File: src/rtl/brd_irq_pkg.sv
package brd_irq_pkg;
  localparam int NUM_SRC = 13;
  localparam int REG_W   = 16;
  localparam int LVL_W   = 4;
  localparam int ADDR_W  = 6;
  localparam logic [LVL_W-1:0] IDLE_LVL = '1;

  // register bit owned by the source of a given priority level
  function automatic int unsigned src_bit(input int unsigned lvl);
    case (lvl)
      0:  return 11;
      1:  return 9;
      2:  return 8;
      3:  return 12;
      4:  return 10;
      5:  return 6;
      6:  return 5;
      7:  return 4;
      8:  return 7;
      9:  return 14;
      10: return 13;
      11: return 0;
      12: return 15;
      default: return 1;
    endcase
  endfunction

  // priority level owned by a register bit; unowned bits rank as idle
  function automatic logic [LVL_W-1:0] bit_level(input int unsigned b);
    for (int s = 0; s < NUM_SRC; s++)
      if (src_bit(s) == b) return LVL_W'(s);
    return IDLE_LVL;
  endfunction

  // smallest level among pending register bits
  function automatic logic [LVL_W-1:0] pick_level(input logic [REG_W-1:0] pend);
    logic [LVL_W-1:0] best;
    best = IDLE_LVL;
    for (int b = 0; b < REG_W; b++)
      if (pend[b] && bit_level(b) < best) best = bit_level(b);
    return best;
  endfunction

  function automatic logic [LVL_W-1:0] level_code(input logic [LVL_W-1:0] lvl);
    return lvl ^ IDLE_LVL;
  endfunction
endpackage

File: src/rtl/brd_irq_prio.sv
module brd_irq_prio
  import brd_irq_pkg::*;
(
  input  logic               clk,
  input  logic               rst_n,
  input  logic [NUM_SRC-1:0] irq_in,
  input  logic [REG_W-1:0]   mask_nxt,
  input  logic [REG_W-1:0]   mask_q,
  output logic [LVL_W-1:0]   irl_out
);
  logic [REG_W-1:0] mon_d, mon_q;
  logic [REG_W-1:0] pend_d, pend_q;
  logic [LVL_W-1:0] code_q;

  // place each line at its register bit
  always_comb begin
    mon_d = '0;
    for (int i = 0; i < NUM_SRC; i++) mon_d[src_bit(i)] = irq_in[i];
  end

  assign pend_d = mon_d & mask_nxt;
  assign pend_q = mon_q & mask_q;

  always_ff @(posedge clk) begin
    if (!rst_n) begin
      mon_q  <= '0;
      code_q <= '0;
    end else begin
      mon_q  <= mon_d;
      code_q <= level_code(pick_level(pend_d));
    end
  end

  assign irl_out = code_q;


  idle_code_chk: assert property (@(posedge clk) disable iff (!rst_n)
    (irl_out == '0) == (pend_q == '0));

  winner_pending_chk: assert property (@(posedge clk) disable iff (!rst_n)
    (irl_out != '0) |-> pend_q[src_bit(int'(irl_out ^ IDLE_LVL))]);

  level_range_chk: assert property (@(posedge clk) disable iff (!rst_n)
    (irl_out != '0) |-> (int'(irl_out ^ IDLE_LVL) < NUM_SRC));
endmodule

File: src/rtl/brd_irq_regs.sv
module brd_irq_regs
  import brd_irq_pkg::*;
#(
  parameter logic [ADDR_W-1:0] OFS_MASK = 6'h00,
  parameter logic [ADDR_W-1:0] OFS_PWR  = 6'h30,
  parameter logic [ADDR_W-1:0] OFS_ID   = 6'h32,
  parameter logic [ADDR_W-1:0] OFS_PORT = 6'h36,
  parameter logic [REG_W-1:0]  ID_VAL   = 16'h0010
) (
  input  logic              clk,
  input  logic              rst_n,
  input  logic              bus_valid,
  input  logic              bus_write,
  input  logic [ADDR_W-1:0] bus_addr,
  input  logic [REG_W-1:0]  bus_wdata,
  output logic [REG_W-1:0]  bus_rdata,
  output logic [REG_W-1:0]  mask_q,
  output logic [REG_W-1:0]  mask_nxt,
  output logic              shutdown_req
);
  logic [REG_W-1:0] port_q;
  logic             shut_q;
  logic             acc_ok, wr_ok, rd_ok;
  logic             wr_mask, wr_port, wr_pwr_go;

  assign acc_ok    = bus_valid && !bus_addr[0];
  assign wr_ok     = acc_ok && bus_write;
  assign rd_ok     = acc_ok && !bus_write;
  assign wr_mask   = wr_ok && (bus_addr == OFS_MASK);
  assign wr_port   = wr_ok && (bus_addr == OFS_PORT);
  assign wr_pwr_go = wr_ok && (bus_addr == OFS_PWR) && bus_wdata[0];

  assign mask_nxt = wr_mask ? bus_wdata : mask_q;

  always_ff @(posedge clk) begin
    if (!rst_n) begin
      mask_q <= '0;
      port_q <= '0;
      shut_q <= 1'b0;
    end else begin
      mask_q <= mask_nxt;
      if (wr_port) port_q <= bus_wdata;
      shut_q <= wr_pwr_go;
    end
  end

  always_comb begin
    bus_rdata = '0;
    if (rd_ok) begin
      case (bus_addr)
        OFS_MASK: bus_rdata = mask_q;
        OFS_PORT: bus_rdata = port_q;
        OFS_ID:   bus_rdata = ID_VAL;
        default:  bus_rdata = '0;
      endcase
    end
  end

  assign shutdown_req = shut_q;


  mask_hold_chk: assert property (@(posedge clk) disable iff (!rst_n)
    !wr_mask |=> $stable(mask_q));

  port_hold_chk: assert property (@(posedge clk) disable iff (!rst_n)
    !wr_port |=> $stable(port_q));

  shut_cause_chk: assert property (@(posedge clk) disable iff (!rst_n)
    $rose(shutdown_req) |-> $past(bus_valid && bus_write && bus_wdata[0]));
endmodule

File: src/rtl/brd_irq_ctrl.sv
module brd_irq_ctrl
  import brd_irq_pkg::*;
(
  input  logic               clk,
  input  logic               rst_n,
  input  logic [NUM_SRC-1:0] irq_in,
  input  logic               bus_valid,
  input  logic               bus_write,
  input  logic [ADDR_W-1:0]  bus_addr,
  input  logic [REG_W-1:0]   bus_wdata,
  output logic [REG_W-1:0]   bus_rdata,
  output logic [LVL_W-1:0]   irl_out,
  output logic               shutdown_req
);
  logic [REG_W-1:0] mask_q, mask_nxt;

  brd_irq_regs u_regs (
    .clk(clk), .rst_n(rst_n),
    .bus_valid(bus_valid), .bus_write(bus_write),
    .bus_addr(bus_addr), .bus_wdata(bus_wdata), .bus_rdata(bus_rdata),
    .mask_q(mask_q), .mask_nxt(mask_nxt), .shutdown_req(shutdown_req)
  );

  brd_irq_prio u_prio (
    .clk(clk), .rst_n(rst_n), .irq_in(irq_in),
    .mask_nxt(mask_nxt), .mask_q(mask_q), .irl_out(irl_out)
  );


  reset_idle_chk: assert property (@(posedge clk)
    !rst_n |=> (irl_out == '0 && !shutdown_req));
endmodule

File: config.mk
export PLATFORM = sky130hd
export DESIGN_NAME = brd_irq_ctrl
export DESIGN_NICKNAME = d
export VERILOG_FILES = /design/src/rtl/brd_irq_pkg.sv /design/src/rtl/brd_irq_prio.sv /design/src/rtl/brd_irq_regs.sv /design/src/rtl/brd_irq_ctrl.sv
export SDC_FILE = /design/constraint.sdc
export NUM_CORES = 1
export LEC_CHECK = 0
export ABC_CLOCK_PERIOD_IN_PS = 3800
export BUFFER_PORTS_ARGS = -buffer_cell sky130_fd_sc_hd__buf_4
export CAP_MARGIN = 20
export CORE_MARGIN = 2
export CORE_UTILIZATION = 32
export CTS_CLUSTER_SIZE = 40
export DETAILED_ROUTE_END_ITERATION = 6
export GPL_TIMING_DRIVEN = 0
export RECOVER_POWER = 100
export SYNTH_ARGS = -nofsm -noshare
export SYNTH_HDL_FRONTEND = slang
export SYNTH_HIERARCHICAL = 1
export SYNTH_SLANG_ARGS = --single-unit
export TNS_END_PERCENT = 10
File: constraint.sdc
create_clock -name clk -period 3.8 [get_ports clk]
set_input_delay 0.76 -clock clk [delete_from_list [all_inputs] [get_ports clk]]
set_output_delay 0.76 -clock clk [all_outputs]
set_load 0.005 [all_outputs]
* Word level (Yosys, flattened, before mapping) *
Index checks and enable logic that the tools add are counted.

storage, ports and cells
  bits in registers = 37
  bits of input ports = 39
  output and inout port bits = 21
  logic and storage cells = 10,177

operators by class
  $lt $le $gt $ge = 16
  equality and inequality tests = 393
  multiplexer cells = 9,710
  bitwise gates (word level) = 2
  reduce and logical (&&, ||, !) cells = 52

operator list
  operator                                            count
  2-to-1 mux 32 bit                                   3,105
  2-to-1 mux 4 bit                                    1,995
  == test 32 x 4 -> 1 bit (second input constant)     208
  2-to-1 mux 1 bit                                    4,607
  == test 32 x 3 -> 1 bit (second input constant)     104
  == test 32 x 2 -> 1 bit (second input constant)     52
  == test 32 x 1 -> 1 bit (second input constant)     26
  zero test 32 bit                                    26
  less-than comparator 4 bit                          15
  one-hot mux 16 bit (3 select lines)                 1
  2-to-1 mux 16 bit                                   2
  logical AND 1 bit                                   23
  == test 6 bit (second input constant)               3
  bitwise AND 16 bit                                  1
  zero test 6 bit                                     1
  less-than comparator 4 bit (second input constant)  1
  NOT 4 bit                                           1
  zero test 1 bit                                     2

* Logic depth before layout (Yosys ltp) *
Gate-level depths: netlist (run 1).

  depth after elaboration = 4,035
  mapped depth = 10
  gate-level depth less buffers = 8

* Cells and area by module *
The synthesis (run 1) kept the hierarchy.

by module, submodules not included
  module        times used  cells each  area each (µm²)  seq. area each (µm²)
  brd_irq_regs  1           209         1,806.7          660.6
  brd_irq_prio  1           38          285.3            80.1

* Worst setup path before layout (run 1) *
No wires, ideal clock.

  kind = input-to-reg
  start point = input port bus_addr[2]
  end point = register u_prio.code_q[0], in the netlist u_prio/irl_out[0]
  library setup time = 0.116 ns
  arrival = 3.048 ns
  required time = 3.684 ns
  setup slack = 0.637 ns
  stages = 10
  path buffers = 2
  cell sequence = buf_2 > nor4_4 > nand4_2 > buf_4 > mux2_1 > a22oi_2 > nand2_1 > or3_1 > or3b_1 > and3_1

between the ends
  elaborated cells on any way between the ends = 68
  classes of those cells = order compare (15); mux (33); bitwise (2); reduce/logical (18)

RTL lines
  what                          RTL line            RTL
  start, declared               brd_irq_ctrl.sv:9   input logic [ADDR_W-1:0] bus_addr,
  zero test 6 bit *             brd_irq_regs.sv:29  assign wr_mask = wr_ok && (bus_addr == OFS_MASK);
  logical AND 1 bit *           brd_irq_regs.sv:29
  2-to-1 mux 16 bit *           brd_irq_regs.sv:33  assign mask_nxt = wr_mask ? bus_wdata : mask_q;
  via mask_nxt[6]               brd_irq_ctrl.sv:15  logic [REG_W-1:0] mask_q, mask_nxt;
  bitwise AND 16 bit *          brd_irq_prio.sv:21  assign pend_d = mon_d & mask_nxt;
  logical AND 1 bit *           brd_irq_pkg.sv:40   if (pend[b] && bit_level(b) < best) best = bit_level(b);
  2-to-1 mux 4 bit *            brd_irq_pkg.sv:40
  2-to-1 mux 4 bit *            brd_irq_prio.sv:25  if (!rst_n) begin
  (+29 left out)                n/a
  logical AND 1 bit             brd_irq_pkg.sv:40
  2-to-1 mux 4 bit *            brd_irq_pkg.sv:40
  2-to-1 mux 4 bit *            brd_irq_prio.sv:25
  less-than comparator 4 bit    brd_irq_pkg.sv:40
  logical AND 1 bit             brd_irq_pkg.sv:40
  2-to-1 mux 4 bit *            brd_irq_pkg.sv:40
  2-to-1 mux 4 bit *            brd_irq_prio.sv:25
  NOT 4 bit (no source line) *  n/a
  end signal, assigned          brd_irq_prio.sv:30  code_q <= level_code(pick_level(pend_d));
  end, declared                 brd_irq_prio.sv:13  logic [LVL_W-1:0] code_q;

The timed path passes the listed nets; every way through them passes the cells marked *. The select of a mux whose other input is x is not followed.
A chain may end at the register's enable or synchronous reset.

* Final worst setup path (run 1) *
  start point = input port bus_addr[1]
  end point = register u_prio.code_q[0], in the netlist u_prio/irl_out[0]

The elaborated chain is that of the path after synthesis.

==> metrics, run 1 <==
area of the multi-input gates=0.00121 sq mm; Die ar.=0.00709 sq mm; commonest cells after routing, fill and taps aside=nand2_1, buf_4, dfxtp_1, mux2i_1, clkbuf_4; setup TNS=0 ns; IR drop worst, VDD=0.136 mV; first-pass GRT wire length=9.76 mm; Mapped Nets=283; Root Buffer=clkbuf_8; GPL Wtd Cong=0.791; CP Capture Type=flip-flop; Hold Crit Endpoint=u_regs/port_q[2]$_SDFFE_PN0P_; Placement Setup Slack=0.207 ns; clock power share=46.8%; clock tree sinks=37; unrepaired setup endpoints after global routing=false; post-layout util=42.9%; n_diodes=0; Pwr Density=327 mW/mm^2; Max Cap Viol=0; Max Freq=285 MHz; worst skew pair latency=0.30 ns; DRC Markers=0; Worst R2R Setup Slack=1.81 ns; hold path cells=2; Post-DP HPWL=4.48 mm; # nets final=348; total power=0.880 mW; CP Launch Point=bus_addr[1]; chip height=84.2 um; via count=1,997; Gates resized, CTS repair=0; outcome=complete, no violations; PortBufs=58; final antenna-violating net count=0; final-report setup violation count=0; CTS max path bufs=2; CP peak stage delay=0.59 ns; cts bufs inserted=5; CTS Hold Buffers Added=0; synthesized area per cell=8.44 sq um; Post-Syn Instances=244; min-delay worst type=reg2reg; commonest non-fill, non-tap cell in the layout=nand2_1; Worst Tran Pin Value=1.24 ns; Combinational Power Share=9.0%; Seq pwr share=44.2%; CP Class=in2reg; hold_sp=u_regs/port_q[2]$_SDFFE_PN0P_; routed wire length per instance=15.8 um; sw power=0.197 mW; largest net degree at the start of global routing=13; CTS tree=yes; vias in the first global route=2,059; Crit Path Max Fanout=9; Critical Path, Cell by Cell=clkbuf_1 -> nor4_4 -> nand4_1 -> buf_4 -> mux2_1 -> a22oi_1 -> nand2_1 -> or3_1 -> or3b_1 -> and3_1; Worst R2R End=u_prio/irl_out[0]$_SDFF_PN0_; gr usage total=17.5%; critical path's top delay family=simple AND/OR/NAND/NOR gates; Die X=84.2 um; initial antenna violation count=0; H-tree levels=2; core area=0.00628 sq mm; fin worst setup slack=0.285 ns; slowest CP cell=nor4_4; row count=29; Post-CTS Setup Bufs=0; Final Cycle Share=92.5%; Slew HR=17.0%; RR Startpoint=u_regs/mask_q[6]$_SDFF_PN0_; routed vias/inst=5.16; final wirelength=6.13 mm; yosys warns=6; clock skew=0.00952 ns; fillers=662; clock slew at reported path FFs=0.08 ns; Layout area overhead=30.8%; Sequential Area=741 sq um; Arr. time, crit path=3.71 ns; reg2reg path depth=6; Sw Ratio=22.4%; Slew Limit Fails=0; fin crit period=3.51 ns; Initial DRC Count=116; Mapped Area=0.00206 sq mm; CP Buf/Inv Count=2; fraction of layout cells with a size suffix above 1=24.2%; grt ovf=0; Leakage=1.14 nW; Pre-Repair DR Iteration Count=4; # IOs=60; Critical Path RT=4.00 ns; Initial Util=32.8%; Int Power=0.683 mW; Hold Vio Cnt, Final=0; CP Launch Type=input pin
[worst max-delay path by stage]
stage,end,slack (ns),cells past startpoint
3_5_place_dp,u_prio/irl_out[0]$_SDFF_PN0_,0.21,10
2_1_floorplan,u_prio/irl_out[0]$_SDFF_PN0_,0.65,10
3_3_place_gp,u_prio/irl_out[0]$_SDFF_PN0_,0.26,10
6_report,u_prio/irl_out[0]$_SDFF_PN0_,0.29,10
5_1_grt,u_prio/irl_out[0]$_SDFF_PN0_,0.19,10
4_1_cts,bus_rdata[5],0.48,6
[registers in the layout, indices dropped and copies added, names as in the netlist]
name and cells:
u_regs/port_q 16, u_prio/irl_out 4, u_regs/mask_q 16, u_regs/shutdown_req 1
[routing by layer]
layer / track usage (%) / part of all wire (%) / up-vias
met5: 0 / 0 / -
met4: 4.84 / 0.99 / 0
met3: 3.44 / 4.9 / 5
met2: 28.8 / 47 / 45
met1: 23.3 / 47 / 939
li1: - / - / 1008
[layout make-up]
type	count	area share, %
inverter	2	0.279
timing repair buffer	58	15.9
sequential	37	27.5
buffer	18	2.84
tap	77	3.58
multi-input combinational	187	44.9
clock buffer	5	2.56
clock inverter	3	2.42
[power by group through the flow]
stage | Clock, mW | Combinational [mW] | Sequential (mW)
2_1_floorplan | 0 | 0.0301 | 0.398
3_3_place_gp | 0 | 0.0801 | 0.398
3_5_place_dp | 0 | 0.0804 | 0.398
4_1_cts | 0.420 | 0.0805 | 0.389
5_1_grt | 0.436 | 0.0872 | 0.389
6_report | 0.412 | 0.0789 | 0.389
[stage by stage]
| step | hold slack [ns] | cell area [sq um] | cells |
|---|---|---|---|
| 6_report | 0.461 | 2690 | 387 |
| 5_1_grt | 0.486 | 2690 | 387 |
| 4_1_cts | 0.461 | 2720 | 387 |
| 3_5_place_dp | 0.448 | 2590 | 379 |
| 3_3_place_gp | 0.443 | 2590 | 379 |
| 2_1_floorplan | 0.430 | 2060 | 244 |
[worst min-delay path: stages (launching register included)]
cell	delay, ns
dfxtp_1	0.31
nand2_1	0.05
mux2i_1	0.05
Note: power is estimated with default switching activity, not from simulation.
==> inputs of run 2 (changes only) <==
Settings changed: REMOVE_ABC_BUFFERS set to 1.
==> metrics, run 2 (same netlist as run 1, synthesis figures left out) <==
CTS tree=yes; IR drop worst, VDD=0.119 mV (-13%); RR Startpoint=u_regs/mask_q[6]$_SDFF_PN0_; CP Launch Type=input pin; slowest CP cell=o2111ai_1; Post-DP HPWL=4.02 mm (-10%); Max Cap Viol=0 (unchanged); Pre-Repair DR Iteration Count=6 (+2); routed wire length per instance=14.9 um (-5.7%); outcome=complete, no violations; CP Buf/Inv Count=4 (+2); Initial Util=32.8% (unchanged); commonest cells after routing, fill and taps aside=nand2_1, buf_4, dfxtp_1, mux2i_1, nand3_1; Final Cycle Share=95.2% (+2.7 points); CTS max path bufs=2 (unchanged); Critical Path, Cell by Cell=buf_4 -> nor4_2 -> clkbuf_2 -> o2111ai_1 -> buf_6 -> a21oi_1 -> clkbuf_4; Die X=84.2 um (unchanged); clock slew at reported path FFs=0.07 ns (about the same); core area=0.00628 sq mm (unchanged); critical path's top delay family=buffers and inverters; Initial DRC Count=152 (+31%); min-delay worst type=reg2reg; fraction of layout cells with a size suffix above 1=26.2% (+2.0 points); via count=1,960 (-1.9%); Pwr Density=277 mW/mm^2 (-15%); initial antenna violation count=0 (unchanged); Post-DP Area=0.00259 sq mm (+0.15%); GPL Wtd Cong=0.756 (-4.4%); Finished Cell Area=0.00265 sq mm (-1.6%); CP peak stage delay=0.47 ns (-0.12 ns); commonest non-fill, non-tap cell in the layout=nand2_1; row count=29 (unchanged); routed length on met2=2.75 mm (-4.4%); clock power share=36.6% (-10 points); final antenna-violating net count=0 (unchanged); Int Power=0.553 mW (-19%); fin crit period=3.62 ns (+0.101 ns); Sw Ratio=24.7% (+2.4 points); total power=0.734 mW (-17%); sw power=0.182 mW (-7.8%); met3 wire len=301 um (+0.33%); Slew HR=24.1% (+7.1 points); Slew Limit Fails=0 (unchanged); # nets final=336 (-3.4%); vias in the first global route=1,828 (-11%); routed vias/inst=5.23 (+1.3%); DRC Markers=0 (unchanged); Hold Vio Cnt, Final=0 (unchanged); largest net degree at the start of global routing=53 (+40); Worst R2R Setup Slack=1.87 ns (+0.06 ns); # IOs=60 (unchanged); Worst Setup EP=bus_rdata[7]; reg2reg path depth=6 (unchanged); chip height=84.2 um (unchanged); Root Buffer=clkbuf_8; Seq pwr share=53.0% (+8.8 points); CP Launch Point=bus_addr[4]; worst skew pair latency=0.28 ns (-0.02 ns); Worst Tran Pin Value=1.13 ns (-0.106 ns); CP Capture Type=primary output; clock skew=0.00420 ns (-0.00532 ns); first-pass GRT wire length=8.98 mm (-8.1%); CP Depth=7 (-3); Leakage=1.13 nW (-1.2%); grt ovf=0 (unchanged); n_diodes=0 (unchanged); Arr. time, crit path=2.86 ns (-0.85 ns); Critical Path RT=3.04 ns (-0.96 ns); Worst R2R End=u_prio/irl_out[0]$_SDFF_PN0_; final wirelength=5.60 mm (-8.6%); PortBufs=59 (+1.7%); CP Class=in2out; Fin Hold WS=0.459 ns (-0.00204 ns); unrepaired setup endpoints after global routing=false; cts bufs inserted=5 (unchanged); gr usage total=15.7% (-1.7 points); clock tree sinks=37 (unchanged); met1 wire length=2.50 mm (-14%); Max Used Layer=met4; hold_sp=u_regs/port_q[7]$_SDFFE_PN0P_; Die ar.=0.00709 sq mm (unchanged); Crit Path Max Fanout=17 (+8); Max Freq=277 MHz (-2.8%); final-report setup violation count=0 (unchanged); setup TNS=0 ns (unchanged); Combinational Power Share=10.4% (+1.4 points); Layout area overhead=28.7%; H-tree levels=2 (unchanged)
==> run 2: cell types whose count changed in the layout (fill, tap and decap cells not counted), sizes merged <==
cell	previous run	this run
clkbuf	43	29
buf	38	43
bufinv	2	0
clkinv	1	0
==> run 2: routing by layer <==
| metal | global-route usage [%] | vias up |
|---|---|---|
| li1 | - | 985 |
| met1 | 21.4 | 908 |
| met2 | 25.4 | 62 |
| met3 | 3.15 | 5 |
| met4 | 4.40 | 0 |
| met5 | 0 | - |
==> run 2: worst reg2reg max path, cell delays in order, from the launching register on <==
cell and delay (ns):
dfxtp_1 0.33, mux2_1 0.34, a22oi_2 0.19, nand2_1 0.08
or3_1 0.35, or3b_1 0.36, and3_1 0.18
==> run 2: worst min-delay path by stage <==
| stage | endpoint | slack, ns | depth (start not counted) |
|---|---|---|---|
| 6_report | u_regs/port_q[7]$_SDFFE_PN0P_ | 0.46 | 2 |
| 5_1_grt | u_regs/port_q[3]$_SDFFE_PN0P_ | 0.48 | 2 |
| 4_1_cts | u_regs/port_q[10]$_SDFFE_PN0P_ | 0.46 | 2 |
| 3_5_place_dp | u_regs/port_q[5]$_SDFFE_PN0P_ | 0.45 | 2 |
| 3_3_place_gp | u_regs/port_q[4]$_SDFFE_PN0P_ | 0.44 | 2 |
| 2_1_floorplan | u_regs/port_q[4]$_SDFFE_PN0P_ | 0.43 | 2 |
==> run 2: timing repair <==
action	in CTS	in global routing
setup endpoints to repair	9	0
setup buffers	1	0
hold buffers	0	0
hold endpoints to repair	0	0
gates resized for setup	1	0
==> run 2: through the flow <==
step                      util (%)  cells  setup slack (ns)
after floorplan                  -    226            -0.867
after global placement        40.1    362             -2.14
after detailed placement      41.3    366            -0.839
after CTS                     42.9    375             0.254
after global routing          42.2    375            0.0498
final                         42.2    375             0.184
==> run 2: final cells by class <==
| class | count | area (sq um) |
|---|---|---|
| Fill cell | 679 | 3630 |
| Multi-Input combinational cell | 187 | 1230 |
| Sequential cell | 37 | 741 |
| Timing Repair Buffer | 64 | 498 |
| Tap cell | 77 | 96.3 |
| Clock buffer | 8 | 80.1 |
| Inverter | 2 | 7.51 |
==> run 2: power groups by stage <==
| stage | combinational [mW] | sequential (mW) | clock (mW) |
|---|---|---|---|
| 2_1_floorplan | 0.0194 | 0.398 | 0 |
| 3_3_place_gp | 0.0747 | 0.398 | 0 |
| 3_5_place_dp | 0.0787 | 0.398 | 0 |
| 4_1_cts | 0.0800 | 0.389 | 0.274 |
| 5_1_grt | 0.0835 | 0.389 | 0.286 |
| 6_report | 0.0765 | 0.389 | 0.269 |
==> inputs of run 3 (changes only) <==
Settings changed: ABC_AREA set to 1, CORE_UTILIZATION 32 to 50, MAX_ROUTING_LAYER set to met4, PLACE_DENSITY set to 0.76.
==> metrics, run 3 <==
slowest CP cell=inv_2; first-pass GRT wire length=9.18 mm (+2.2%); Gates resized, CTS repair=0 (-1); setup TNS=0 ns (unchanged); row count=24 (-17%); Critical Path, Cell by Cell=clkbuf_4 -> inv_1 -> nand3_4 -> inv_2 -> nand3_1 -> nand2_1 -> inv_1 -> nand2_1 -> nand3_2 -> nor2_1 -> nand3_2 -> nor2_1 -> nand3_2 -> inv_1 -> nand2_1 -> nand2_1 -> nand2_1 -> a21oi_1; routed vias/inst=5.18 (-0.81%); Slew Limit Fails=0 (unchanged); via count=2,333 (+19%); CP Launch Type=input pin; sw power=0.187 mW (+3.2%); commonest cells after routing, fill and taps aside=nand2_1, nor2_1, inv_1, buf_4, dfxtp_1; Worst Tran Pin Value=1.22 ns (+0.0881 ns); Pre-Repair DR Iteration Count=4 (-2); Mapped Area=0.00228 sq mm (+11%); CP Class=in2reg; commonest non-fill, non-tap cell in the layout=nand2_1; Layout area overhead=22.1%; met1 wire length=2.49 mm (-0.48%); outcome=complete, no violations; routed wire length per instance=12.2 um (-19%); CTS max path bufs=2 (unchanged); Initial Util=52.1% (+19 points); unrepaired setup endpoints after global routing=false; Die ar.=0.00513 sq mm (-28%); Max Cap Viol=0 (unchanged); Combinational Power Share=10.2% (-0.2 points); fraction of layout cells with a size suffix above 1=24.4% (-1.8 points); Initial DRC Count=158 (+3.9%); Max Freq=331 MHz (+20%); Leakage=1.38 nW (+23%); H-tree levels=2 (unchanged); # IOs=60 (unchanged); Post-CTS Setup Bufs=0 (-1); n_diodes=0 (unchanged); Root Buffer=clkbuf_8; cts bufs inserted=5 (unchanged); Arr. time, crit path=3.24 ns (+0.38 ns); DRC Markers=0 (unchanged); Critical Path RT=4.02 ns (+0.98 ns); yosys warns=6 (unchanged); clock tree sinks=37 (unchanged); clock slew at reported path FFs=0.07 ns (about the same); met3 wire len=315 um (+4.7%); core area=0.00438 sq mm (-30%); Post-DP HPWL=3.68 mm (-8.4%); GPL Wtd Cong=0.802 (+6.1%); min-delay worst type=reg2reg; Slew HR=18.5% (-5.6 points); CP Capture Type=flip-flop; Max Used Layer=met4; vias in the first global route=2,124 (+16%); cell mode on critical path=nand2_1; worst skew pair latency=0.28 ns (about the same); total power=0.825 mW (+12%); Seq pwr share=47.1% (-5.9 points); fin worst setup slack=0.779 ns (+0.595 ns); Crit Path Max Fanout=32 (+15); PortBufs=59 (unchanged); IR drop worst, VDD=0.163 mV (+37%); gr usage total=23.3% (+7.6 points); fin crit period=3.02 ns (-0.595 ns); Pwr Density=296 mW/mm^2 (+6.7%); Final Cycle Share=79.5% (-16 points); clock power share=42.6% (+6.0 points); Die X=71.6 um (-15%); synthesized area per cell=6.55 sq um (-22%); routed length on met2=2.59 mm (-5.7%); CP peak stage delay=0.52 ns (+0.05 ns); # nets final=436 (+30%); initial antenna violation count=0 (unchanged); final antenna-violating net count=0 (unchanged); Post-Syn Instances=349 (+43%); largest net degree at the start of global routing=34 (-36%); Int Power=0.638 mW (+15%); Placement Setup Slack=0.701 ns (+1.54 ns); final-report setup violation count=0 (unchanged); CTS tree=yes; Sw Ratio=22.7% (-2.0 points); Hold Vio Cnt, Final=0 (unchanged); clock skew=0.00244 ns (-0.00177 ns); CTS Hold Buffers Added=0 (unchanged); final wirelength=5.47 mm (-2.3%); grt ovf=0 (unchanged); chip height=71.6 um (-15%)
## run 3: final timing paths
check                                              startpoint                            end  slack (ns)  cells after the start
worst max-delay path                              bus_addr[0]   u_prio/irl_out[0]$_SDFF_PN0_        0.78                     18
worst min-delay path            u_regs/port_q[4]$_SDFFE_PN0P_  u_regs/port_q[4]$_SDFFE_PN0P_        0.48                      2
worst max register to register    u_regs/mask_q[4]$_SDFF_PN0_   u_prio/irl_out[0]$_SDFF_PN0_        1.99                     14
worst min register to register  u_regs/port_q[4]$_SDFFE_PN0P_  u_regs/port_q[4]$_SDFFE_PN0P_        0.48                      2
## run 3: worst max-delay path, delay by kind of cell
kind                   cells  cell delay [ns]
AND/OR/NAND/NOR           12             1.45
buffers and inverters      5             0.87
AO/OA/AOI/OAI              1             0.12
## run 3: area by class of cell
type | count | area, sq um
Fill cell | 440 | 1590
Multi-Input combinational cell | 247 | 1240
Sequential cell | 37 | 741
Timing Repair Buffer | 60 | 458
Inverter | 46 | 173
Clock buffer | 7 | 86.3
Tap cell | 52 | 65.1
Clock inverter | 1 | 30.0
## run 3: power by group through the flow
stage | logic [mW] | registers [mW] | clock network (mW)
2_1_floorplan | 0.0359 | 0.398 | 0
3_3_place_gp | 0.0825 | 0.398 | 0
3_5_place_dp | 0.0852 | 0.398 | 0
4_1_cts | 0.0854 | 0.389 | 0.362
5_1_grt | 0.0937 | 0.389 | 0.378
6_report | 0.0844 | 0.389 | 0.352
## run 3: stage by stage
step	area, sq um	cells	hold WS (ns)	util, %
after floorplan	2170	330	0.447	-
after global placement	2680	441	0.454	61.2
after detailed placement	2700	442	0.467	61.5
after CTS	2810	450	0.484	64.2
after global routing	2790	450	0.514	63.6
final	2790	450	0.481	63.6
## run 3: layer usage
layer | GRT usage [%] | vias to the layer above
li1 | - | 1205
met1 | 29.5 | 1052
met2 | 37.8 | 68
met3 | 4.64 | 8
met4 | 6.71 | 0
met5 | - | -
